## src/rtl/svr_pkg.sv

```systemverilog
package svr_pkg;

    localparam int CODE_W     = 8;
    localparam int IDX_W      = 8;
    localparam int MIN_CODE   = -127;
    localparam int MAX_CODE   = 48;
    localparam int IDX_MAX    = MAX_CODE - MIN_CODE;
    localparam int OCT_STEPS  = 12;
    localparam int IDX_PAD    = (OCT_STEPS - ((-MIN_CODE) % OCT_STEPS)) % OCT_STEPS;
    localparam int UNITY_OCT  = (-MIN_CODE + IDX_PAD) / OCT_STEPS;
    localparam int MANT_W     = 16;
    localparam int MANT_FRAC  = 15;
    localparam int SHIFT_BASE = MANT_FRAC + UNITY_OCT - 1;

    localparam logic [1:0] SM_EVERY = 2'b00;
    localparam logic [1:0] SM_TWO   = 2'b01;
    localparam logic [1:0] SM_JUMP  = 2'b10;

    localparam logic [1:0] RT_OFF   = 2'b00;
    localparam logic [1:0] RT_OWN   = 2'b01;
    localparam logic [1:0] RT_OTHER = 2'b10;

    localparam logic [1:0] LK_L_FROM_R = 2'b01;
    localparam logic [1:0] LK_R_FROM_L = 2'b10;

    typedef enum logic [1:0] {
        ST_SILENT = 2'b00,
        ST_RAMP   = 2'b01,
        ST_HOLD   = 2'b10
    } step_state_t;

    // Q1.15 mantissa for 2^(m/12) / 2
    function automatic logic [MANT_W-1:0] mant_of(input logic [3:0] m);
        case (m)
            4'd0:    return 16'd16384;
            4'd1:    return 16'd17358;
            4'd2:    return 16'd18390;
            4'd3:    return 16'd19484;
            4'd4:    return 16'd20643;
            4'd5:    return 16'd21870;
            4'd6:    return 16'd23170;
            4'd7:    return 16'd24548;
            4'd8:    return 16'd26008;
            4'd9:    return 16'd27554;
            4'd10:   return 16'd29193;
            4'd11:   return 16'd30929;
            default: return 16'd16384;
        endcase
    endfunction

    // Clamp a reserved code to the legal range and return its index
    function automatic logic [IDX_W-1:0] code_to_idx(input logic [CODE_W-1:0] c);
        int v;
        v = int'($signed(c));
        if (v < MIN_CODE) v = MIN_CODE;
        if (v > MAX_CODE) v = MAX_CODE;
        return IDX_W'(v - MIN_CODE);
    endfunction

endpackage

```

## src/rtl/svr_route.sv

```systemverilog
module svr_route
    import svr_pkg::*;
#(
    parameter int DATA_W = 16
) (
    input  logic [1:0]               sel,
    input  logic signed [DATA_W-1:0] own,
    input  logic signed [DATA_W-1:0] other,
    output logic signed [DATA_W-1:0] y
);
    logic signed [DATA_W:0] sum;

    always_comb begin
        sum = {own[DATA_W-1], own} + {other[DATA_W-1], other};
        case (sel)
            RT_OFF:   y = '0;
            RT_OWN:   y = own;
            RT_OTHER: y = other;
            default:  y = DATA_W'(sum >>> 1);
        endcase
    end
endmodule

```

## src/rtl/svr_gain.sv

```systemverilog
module svr_gain
    import svr_pkg::*;
#(
    parameter int DATA_W = 16
) (
    input  logic signed [DATA_W-1:0] x,
    input  logic [IDX_W-1:0]         idx,
    output logic signed [DATA_W-1:0] y
);
    localparam int PROD_W = DATA_W + MANT_W + 1;
    localparam logic signed [PROD_W-1:0] SAT_HI = PROD_W'((2 ** (DATA_W - 1)) - 1);
    localparam logic signed [PROD_W-1:0] SAT_LO = -SAT_HI - PROD_W'(1);

    logic [IDX_W:0]             q;
    logic [3:0]                 oct;
    logic [3:0]                 frac;
    logic [4:0]                 sh;
    logic signed [PROD_W-1:0]   prod;
    logic signed [PROD_W-1:0]   shifted;

    always_comb begin
        q       = {1'b0, idx} + (IDX_W + 1)'(IDX_PAD);
        oct     = 4'(q / (IDX_W + 1)'(OCT_STEPS));
        frac    = 4'(q % (IDX_W + 1)'(OCT_STEPS));
        sh      = 5'(SHIFT_BASE) - {1'b0, oct};
        prod    = $signed({{(MANT_W + 1){x[DATA_W-1]}}, x})
                * $signed({{(DATA_W + 1){1'b0}}, mant_of(frac)});
        shifted = prod >>> sh;
        if (shifted > SAT_HI)      y = SAT_HI[DATA_W-1:0];
        else if (shifted < SAT_LO) y = SAT_LO[DATA_W-1:0];
        else                       y = DATA_W'(shifted);
    end
endmodule

```

## src/rtl/svr_step_fsm.sv

```systemverilog
module svr_step_fsm
    import svr_pkg::*;
(
    input  logic             clk,
    input  logic             rst_n,
    input  logic             strobe,
    input  logic             tick,
    input  logic             jump,
    input  logic             mute,
    input  logic [IDX_W-1:0] target,
    output logic [IDX_W-1:0] app,
    output logic             silent
);
    step_state_t      state, state_nx;
    logic [IDX_W-1:0] goal, app_nx;
    logic             floor_mute;

    always_comb begin
        goal = mute ? '0 : target;
        if (jump)             app_nx = goal;
        else if (!tick)       app_nx = app;
        else if (app < goal)  app_nx = app + IDX_W'(1);
        else if (app > goal)  app_nx = app - IDX_W'(1);
        else                  app_nx = app;

        floor_mute = mute && (app_nx == '0);
        unique case (state)
            ST_SILENT: begin
                if (mute)                state_nx = ST_SILENT;
                else if (app_nx == goal) state_nx = ST_HOLD;
                else                     state_nx = ST_RAMP;
            end
            ST_RAMP: begin
                if (floor_mute)          state_nx = ST_SILENT;
                else if (app_nx == goal) state_nx = ST_HOLD;
                else                     state_nx = ST_RAMP;
            end
            ST_HOLD: begin
                if (floor_mute)          state_nx = ST_SILENT;
                else if (app_nx != goal) state_nx = ST_RAMP;
                else                     state_nx = ST_HOLD;
            end
            default:                     state_nx = ST_SILENT;
        endcase
    end

    always_ff @(posedge clk or negedge rst_n) begin
        if (!rst_n) begin
            state <= ST_SILENT;
            app   <= '0;
        end else if (strobe) begin
            state <= state_nx;
            app   <= app_nx;
        end
    end

    assign silent = (state == ST_SILENT);
endmodule

```

## src/rtl/stereo_vol_ramp.sv

```systemverilog
module stereo_vol_ramp
    import svr_pkg::*;
#(
    parameter int DATA_W = 16
) (
    input  logic                     clk,
    input  logic                     rst_n,
    input  logic                     smp_valid,
    input  logic signed [DATA_W-1:0] in_l,
    input  logic signed [DATA_W-1:0] in_r,
    input  logic [1:0]               route_l,
    input  logic [1:0]               route_r,
    input  logic [1:0]               step_mode,
    input  logic [1:0]               link_mode,
    input  logic                     mute_l,
    input  logic                     mute_r,
    input  logic [CODE_W-1:0]        gain_l,
    input  logic [CODE_W-1:0]        gain_r,
    output logic                     out_valid,
    output logic signed [DATA_W-1:0] out_l,
    output logic signed [DATA_W-1:0] out_r,
    output logic                     at_target_l,
    output logic                     at_target_r
);
    localparam int NCH = 2;

    logic signed [DATA_W-1:0] src    [NCH];
    logic signed [DATA_W-1:0] routed [NCH];
    logic signed [DATA_W-1:0] scaled [NCH];
    logic [1:0]               rsel   [NCH];
    logic [CODE_W-1:0]        code   [NCH];
    logic [IDX_W-1:0]         tgt    [NCH];
    logic [IDX_W-1:0]         app_idx[NCH];
    logic [NCH-1:0]           mute_v;
    logic [NCH-1:0]           silent;
    logic [NCH-1:0]           at_tgt;
    logic                     phase;
    logic                     tick;
    logic                     jump;

    assign src[0]  = in_l;
    assign src[1]  = in_r;
    assign rsel[0] = route_l;
    assign rsel[1] = route_r;
    assign mute_v  = {mute_r, mute_l};

    always_comb begin
        code[0] = gain_l;
        code[1] = gain_r;
        case (link_mode)
            LK_L_FROM_R: code[0] = gain_r;
            LK_R_FROM_L: code[1] = gain_l;
            default: ;
        endcase
    end

    always_ff @(posedge clk or negedge rst_n) begin
        if (!rst_n)         phase <= 1'b0;
        else if (smp_valid) phase <= ~phase;
    end

    assign tick = smp_valid && ((step_mode != SM_TWO) || phase);
    assign jump = smp_valid && (step_mode == SM_JUMP);

    for (genvar c = 0; c < NCH; c++) begin : g_ch
        svr_route #(.DATA_W(DATA_W)) u_route (
            .sel   (rsel[c]),
            .own   (src[c]),
            .other (src[NCH-1-c]),
            .y     (routed[c])
        );

        assign tgt[c] = code_to_idx(code[c]);

        svr_step_fsm u_fsm (
            .clk    (clk),
            .rst_n  (rst_n),
            .strobe (smp_valid),
            .tick   (tick),
            .jump   (jump),
            .mute   (mute_v[c]),
            .target (tgt[c]),
            .app    (app_idx[c]),
            .silent (silent[c])
        );

        svr_gain #(.DATA_W(DATA_W)) u_gain (
            .x   (routed[c]),
            .idx (app_idx[c]),
            .y   (scaled[c])
        );

        assign at_tgt[c] = (app_idx[c] == tgt[c]);
    end

    always_ff @(posedge clk or negedge rst_n) begin
        if (!rst_n) begin
            out_valid <= 1'b0;
            out_l     <= '0;
            out_r     <= '0;
        end else begin
            out_valid <= smp_valid;
            if (smp_valid) begin
                out_l <= silent[0] ? '0 : scaled[0];
                out_r <= silent[1] ? '0 : scaled[1];
            end
        end
    end

    assign at_target_l = at_tgt[0];
    assign at_target_r = at_tgt[1];
endmodule

```

## config.mk

```make
export PLATFORM = sky130hd
export DESIGN_NAME = stereo_vol_ramp
export DESIGN_NICKNAME = d
export VERILOG_FILES = /design/src/rtl/svr_pkg.sv /design/src/rtl/svr_route.sv /design/src/rtl/svr_gain.sv /design/src/rtl/svr_step_fsm.sv /design/src/rtl/stereo_vol_ramp.sv
export SDC_FILE = /design/constraint.sdc
export NUM_CORES = 2
export LEC_CHECK = 0
export ABC_AREA = 1
export BUFFER_PORTS_ARGS = -buffer_cell sky130_fd_sc_hd__buf_2
export CAP_MARGIN = 40
export CORE_MARGIN = 2
export CORE_UTILIZATION = 50
export DETAILED_ROUTE_END_ITERATION = 12
export GPL_ROUTABILITY_DRIVEN = 0
export PLACE_DENSITY = 0.72
export SLEW_MARGIN = 30
export SYNTH_ARGS = -nofsm -noshare
export SYNTH_HDL_FRONTEND = slang
export SYNTH_SLANG_ARGS = --single-unit
export TNS_END_PERCENT = 20
```

## constraint.sdc

```tcl
create_clock -name clk -period 12.95 [get_ports clk]
set_input_delay 1.295 -clock clk [delete_from_list [all_inputs] [get_ports clk]]
set_output_delay 1.295 -clock clk [all_outputs]
set_load 0.02 [all_outputs]
```

Word level (Yosys, flattened, before mapping). Memories as Yosys holds them, arrays and structs flattened. Index checks and enable logic that the tools add are counted.

Bits in registers: 54. Bits in read-only memories: 448. Input bits: 61. Output and inout bits: 35. Logic and storage cells: 107. Memories: 2.

Memory list: (name not given) (depth 16, width 14, rd ports 1, clocked after memory_dff 0, wr ports 0, RTL line svr_pkg.sv:34) `case (m)`; (name not given) (depth 16, width 14, rd ports 1, clocked after memory_dff 0, wr ports 0, RTL line svr_pkg.sv:34).

Add/subtract/negate cells: 11. Multipliers: 2. Divide/modulo/power cells: 4. Magnitude comparators: 12. Equality and inequality tests: 18. Shift-type cells: 2. Muxes and demuxes: 36. Bitwise logic cells: 1. Reductions and logical operators: 11.

Operators by type and width (count): 8-bit two-way mux (14); 16-bit two-way mux (6); 16-bit one-hot mux with 3 select lines (2); 33-bit by 16-bit > comparator with 1-bit output (second input constant) (2); 33-bit by 16-bit < comparator with 1-bit output (second input constant) (2); 16-bit by 17-bit multiplier with 33-bit output (2); 33-bit by 5-bit >>> shifter with 33-bit output (2); 32-bit by 7-bit > comparator with 1-bit output (second input constant) (2); 32-bit two-way mux (2); 8-bit equality test (4); 2-bit two-way mux (10); 8-bit by 3-bit adder with 9-bit output (second input constant) (2); 9-bit by 4-bit divider with 9-bit output (second input constant) (2); 9-bit by 4-bit remainder unit with 9-bit output (second input constant) (2); 16-bit by 16-bit adder with 17-bit output (1); 8-bit by 1-bit adder with 8-bit output (second input constant) (2); 8-bit > comparator (2); 8-bit zero test (2); 8-bit < comparator (2); 8-bit < comparator (second input constant) (2); 8-bit inequality test (2); 8-bit by 1-bit subtractor with 8-bit output (second input constant) (2); 8-bit subtractor (second input constant) (2); 2-bit equality test (second input constant) (6); other kinds (8) (20).

Depth between registers and ports, before layout.
Word-level depth: 17. Mapped depth: 71. Depth with buffers taken out: 68.

Cells and area by module. From an unflattened synthesis, not the netlist that was laid out.

Cells, all modules: 4848. Area, all modules: 30922.2 um^2.

Modules (own cells, without submodules): svr_gain at g_ch[1].u_gain (instances 1, cells an instance 1747, area each 11682.5 um^2, sequential area each 0.0 um^2); svr_gain at g_ch[0].u_gain (instances 1, cells an instance 1685, area each 11274.6 um^2, sequential area each 0.0 um^2); svr_step_fsm (instances 2, cells an instance 249, area each 1408.9 um^2, sequential area each 250.2 um^2); stereo_vol_ramp (instances 1, cells an instance 408, area each 2600.0 um^2, sequential area each 850.8 um^2); svr_route (instances 2, cells an instance 255, area each 1273.7 um^2, sequential area each 0.0 um^2).

Worst setup path after synthesis. OpenSTA, ideal clock, no wires.

Path kind: input to register. Start: input port in_l[2]. End: register out_r[10]. Setup time: 0.066 ns. Arrival: 10.009 ns. Data required time: 12.884 ns. Setup slack: 2.875 ns. Cell stages on the path: 51. Buffers on the path: 3. Cell sequence: ha_1 a21oi_1 o21bai_1 a21oi_1 o21ai_0 a21o_1 a21oi_1 nor2_1 nor2_1 inv_1 a21oi_1 o21ai_0 a21oi_1 o21bai_1 nand2_1 a22oi_1 inv_1 o21ai_0 [... 15 more ...] nand4_1 nand2_1 or2_2 nand2_1 nor2_1 inv_1 buf_1 nand3_1 o21ai_0 nand2_1 nor3_1 nand2_1 nand2_2 buf_4 nand2_1 nand2_1 nand2_1 nand2_1.

Longest elaborated chain between the ends: 8. Elaborated cells on any way between the ends: 9. Classes of those cells: 1 x add/sub; 1 x mul; 2 x order compare; 1 x shift; 4 x mux.

RTL lines: start, declared (RTL line stereo_vol_ramp.sv:9) `input logic signed [DATA_W-1:0] in_l,`; 16-bit by 16-bit adder with 17-bit output (RTL line svr_route.sv:14) `sum = {own[DATA_W-1], own} + {other[DATA_W-1], other};`; 16-bit one-hot mux with 3 select lines (*) (RTL line svr_route.sv:15) `case (sel)`; 16-bit by 17-bit multiplier with 33-bit output (*) (RTL line svr_gain.sv:27) `* $signed({{(DATA_W + 1){1'b0}}, mant_of(frac)});`; 33-bit by 5-bit >>> shifter with 33-bit output (*) (RTL line svr_gain.sv:28) `shifted = prod >>> sh;`; 33-bit by 16-bit < comparator with 1-bit output (RTL line svr_gain.sv:30) `else if (shifted < SAT_LO) y = SAT_LO[DATA_W-1:0];`; 16-bit two-way mux (RTL line svr_gain.sv:30); 16-bit two-way mux (*) (RTL line svr_gain.sv:29) `if (shifted > SAT_HI) y = SAT_HI[DATA_W-1:0];`; 16-bit two-way mux (*) (RTL line stereo_vol_ramp.sv:105) `out_r <= silent[1] ? '0 : scaled[1];`; end signal, assigned (RTL line stereo_vol_ramp.sv:105); end, declared (RTL line stereo_vol_ramp.sv:21) `output logic signed [DATA_W-1:0] out_r,`.

Mark *: on every way between the ends. The rest lies on a longest branch, timed or not. A chain may end at the register's enable or synchronous reset.

Final worst setup path.
Start: register g_ch[1].u_fsm.app[1]. End: register out_r[7].

Longest elaborated chain between the ends: 9. Elaborated cells on any way between the ends: 12. Classes of those cells: 2 x add/sub; 1 x mul; 2 x div; 2 x order compare; 1 x shift; 3 x mux; 1 x memory.

RTL lines: start, declared (RTL line svr_step_fsm.sv:11) `output logic [IDX_W-1:0] app,`; start signal, assigned (RTL line svr_step_fsm.sv:53) `app <= app_nx;`; 8-bit by 3-bit adder with 9-bit output (*) (RTL line svr_gain.sv:22) `q = {1'b0, idx} + (IDX_W + 1)'(IDX_PAD);`; 9-bit by 4-bit remainder unit with 9-bit output (RTL line svr_gain.sv:24) `frac = 4'(q % (IDX_W + 1)'(OCT_STEPS));`; memory read 16 x 14 bit; 16-bit by 17-bit multiplier with 33-bit output (RTL line svr_gain.sv:27); 33-bit by 5-bit >>> shifter with 33-bit output (*) (RTL line svr_gain.sv:28); 33-bit by 16-bit < comparator with 1-bit output (RTL line svr_gain.sv:30); 16-bit two-way mux (RTL line svr_gain.sv:30); 16-bit two-way mux (*) (RTL line svr_gain.sv:29); 16-bit two-way mux (*) (RTL line stereo_vol_ramp.sv:105).

Marks and branches as above.

==> qor.csv <==
stage,metric,value,unit
status,status,completed,
sta,"Hold Vio Cnt, Final",0,
sta,worst slew pin tran,0.886,ns
cts,Worst-path clk slew,0.08,ns
floorplan,Core ar.,54900,um2
cts,CTS hold repair buffers,0,
critical_path,critical path endpoint category,flip-flop,
yosys,largest cells by area after synthesis,"fa_1, nand2_1, ha_1",
critical_path,CP max FO,30,
layout,fraction of layout cells with a size suffix above 1,5.48,%
yosys,"count leader, synth",nand2_1,
sta,Final setup viols,0,
placed_design,Port Buffers,95,
yosys,Netlist cell types,60,
placed_design,Post-Place Cells,4910,
routing,total number of vias,26560,
critical_path,CP startpoint kind,flip-flop,
grt,first-pass GRT wire length,130000,um
critical_path,Critical Path AT,12.17,ns
sta,FMAX,83.4,MHz
grt,pin count of the biggest net entering global routing,55,
sta,Final Max Slew Viols,0,
layout,post-route insts no fill,4920,
critical_path,Critical path destination,out_r[7],
cts,setup bufs post-CTS,0,
yosys,sequential share of the synthesized area,4.89,%
critical_path,worst path required time,13.14,ns
placed_design,post-DP HPWL,64400,um
critical_path,crit-path max cell delay,0.66,ns
cts,H-tree levels,2,
sta,Clock Skew,0.00821,ns
critical_path,R2R Setup Slk,0.97,ns
cts,post-cts resize count,0,
routing,length of the first detailed-routing pass in iterations,6,
sta,Final Critical Period,11.98,ns
floorplan,I/O pins,96,
critical_path,FF-to-FF path depth,56,
yosys,ys async rst share,100,%
yosys,"top cells by count, synth","nand2_1, inv_1, nor2_1",
floorplan,chip width,239,um
yosys,top_reg_cell synth,dfrtp_1,
critical_path,Crit. Startpoint,g_ch[1].u_fsm.app[1],
critical_path,Reg2Reg Launch Point,g_ch[1].u_fsm.app[1],
critical_path,Crit Path Category,flip-flop to flip-flop,
sta,Fin Setup TNS,0,ns
cts,Worst-Skew Late Latency,0.30,ns
yosys,Post-Synthesis Cells,4189,
floorplan,row count,86,
floorplan,DIE HEIGHT,239,um
cts,CTS Buf Count,5,
layout,Layout Area Growth over Synthesis,5.03,%
routing,DRT Wirelength,77700,um
layout,Antenna diodes,0,
routing,# DRC,0,
cts,CTS max path bufs,2,
routing,vias per inst,5.40,
floorplan,die area,57200,um2
yosys,"EDFF count, synth",0,
grt,GR Util All Layers,27.9,%
critical_path,Critical R2R Capture,out_r[7],
grt,GRT overflow,0,
grt,initial antenna violation count,0,
floorplan,Initial Utilization,50.4,%
cts,CTS tree,yes,
sta,RSZ-0062 raised after global routing,false,
yosys,synthesized flop and latch total,54,
routing,Wirelength per Cell,15.8,um
job,max-cap violations,0,
sta,fin crit share,92.5,%
yosys,"area leader, netlist",fa_1,
routing,number of DRC markers in iteration 0,2089,
yosys,Yosys top cell area share,26.3,%
yosys,"Cell Area, Synth",27600,um2
cts,CTS Root Cell,clkbuf_16,
yosys,Post-Syn Area per Cell,6.60,um2
sta,Slew headroom,40.9,%
critical_path,"most used cell, CP",nand2_1,
yosys,net count after synthesis,4908,
yosys,Ys Warns,0,
layout,final net count,4934,
cts,clk sinks,54,
routing,post-route ant nets,0,
critical_path,CP max-delay cell,clkinv_1,
grt,vias in the first global route,26088,
min_path,Hold Crit Class,flip-flop to flip-flop,
==> registers in the layout (all words and copies together) (netlist names) <==
| register | cells |
|---|---|
| out_r | 16 |
| g_ch.u_fsm.state | 4 |
| g_ch.u_fsm.app | 16 |
| out_valid | 1 |
| out_l | 16 |
| phase | 1 |
==> layer usage <==
metal / GRT usage (%) / vias to the layer above / wire length [um]
met2: 47.7 / 881 / 36600
met5: 0 / - / 0
met3: 4.43 / 141 / 5890
li1: - / 12994 / -
met1: 37.0 / 12544 / 33200
met4: 6.72 / 0 / 1960
==> worst max-delay path, delay by kind of cell, from the launching register on <==
| family | cells | cell delay [ns] |
|---|---|---|
| flops | 1 | 0.52 |
| buf+inv | 7 | 1.57 |
| fa+ha+maj | 8 | 3.88 |
| simple gates | 39 | 5.22 |
| compound gates | 2 | 0.65 |
==> placed cells by master (no fill, tap or decap), types with 7 or more instances in the layout <==
cell,instances
a21o_1,8
a21oi_1,134
a31oi_1,7
buf_2,95
buf_4,47
clkinv_1,19
dfrtp_1,54
fa_1,363
ha_1,295
inv_1,807
inv_2,21
nand2_1,1053
nand2_2,17
nand3_1,352
nand3b_1,8
nand4_1,24
nor2_1,446
nor3_1,27
nor4_1,9
o211ai_1,18
o21ai_0,150
o21ai_1,16
o21bai_1,14
o221ai_1,12
o22ai_1,24
o31ai_1,7
or2_2,11
xnor2_1,32
xor2_1,70
==> metrics by stage <==
| step | area, um2 | util, % | setup WS [ns] | hold slack, ns |
|---|---|---|---|---|
| floorplan | 27600 | - | 2.88 | 0.444 |
| global placement | 28800 | 52.4 | 1.18 | 0.458 |
| detailed placement | 28800 | 52.6 | 1.13 | 0.460 |
| CTS | 29000 | 52.9 | 1.20 | 0.477 |
| global route | 29000 | 52.9 | 0.116 | 0.490 |
| finish | 29000 | 52.9 | 0.967 | 0.479 |
==> cells by family after synthesis <==
family / count (synthesis) / synth area share, %
buffers and inverters: 976 / 13.6
adders and majority gates: 658 / 39.6
DFF: 54 / 4.89
and+or+nand+nor: 1966 / 29.5
muxes: 2 / 0.0724
AOI/OAI and AO/OA: 428 / 8.97
xor gates and xnor gates: 105 / 3.35
==> layout make-up <==
cell class | count | area, um2
clock inverter | 3 | 47.5
fill | 5513 | 25800
clock buffer | 5 | 125
inverter | 847 | 3180
tap | 704 | 881
sequential | 54 | 1350
multi-input combinational | 3159 | 22500
timing repair buffer | 148 | 905
==> how the worst min path moves through the flow <==
| stage | slack [ns] | cells past startpoint | from | end |
|---|---|---|---|---|
| floorplan | 0.44 | 1 | phase | phase |
| global placement | 0.46 | 1 | phase | phase |
| detailed placement | 0.46 | 2 | out_r[10] | out_r[10] |
| CTS | 0.48 | 1 | phase | phase |
| global route | 0.49 | 2 | out_l[6] | out_l[6] |
| finish | 0.48 | 1 | phase | phase |
Power is left out: the tool's default activity adds up to more than one toggle a clock period on the data nets, which glitch-free logic cannot reach.
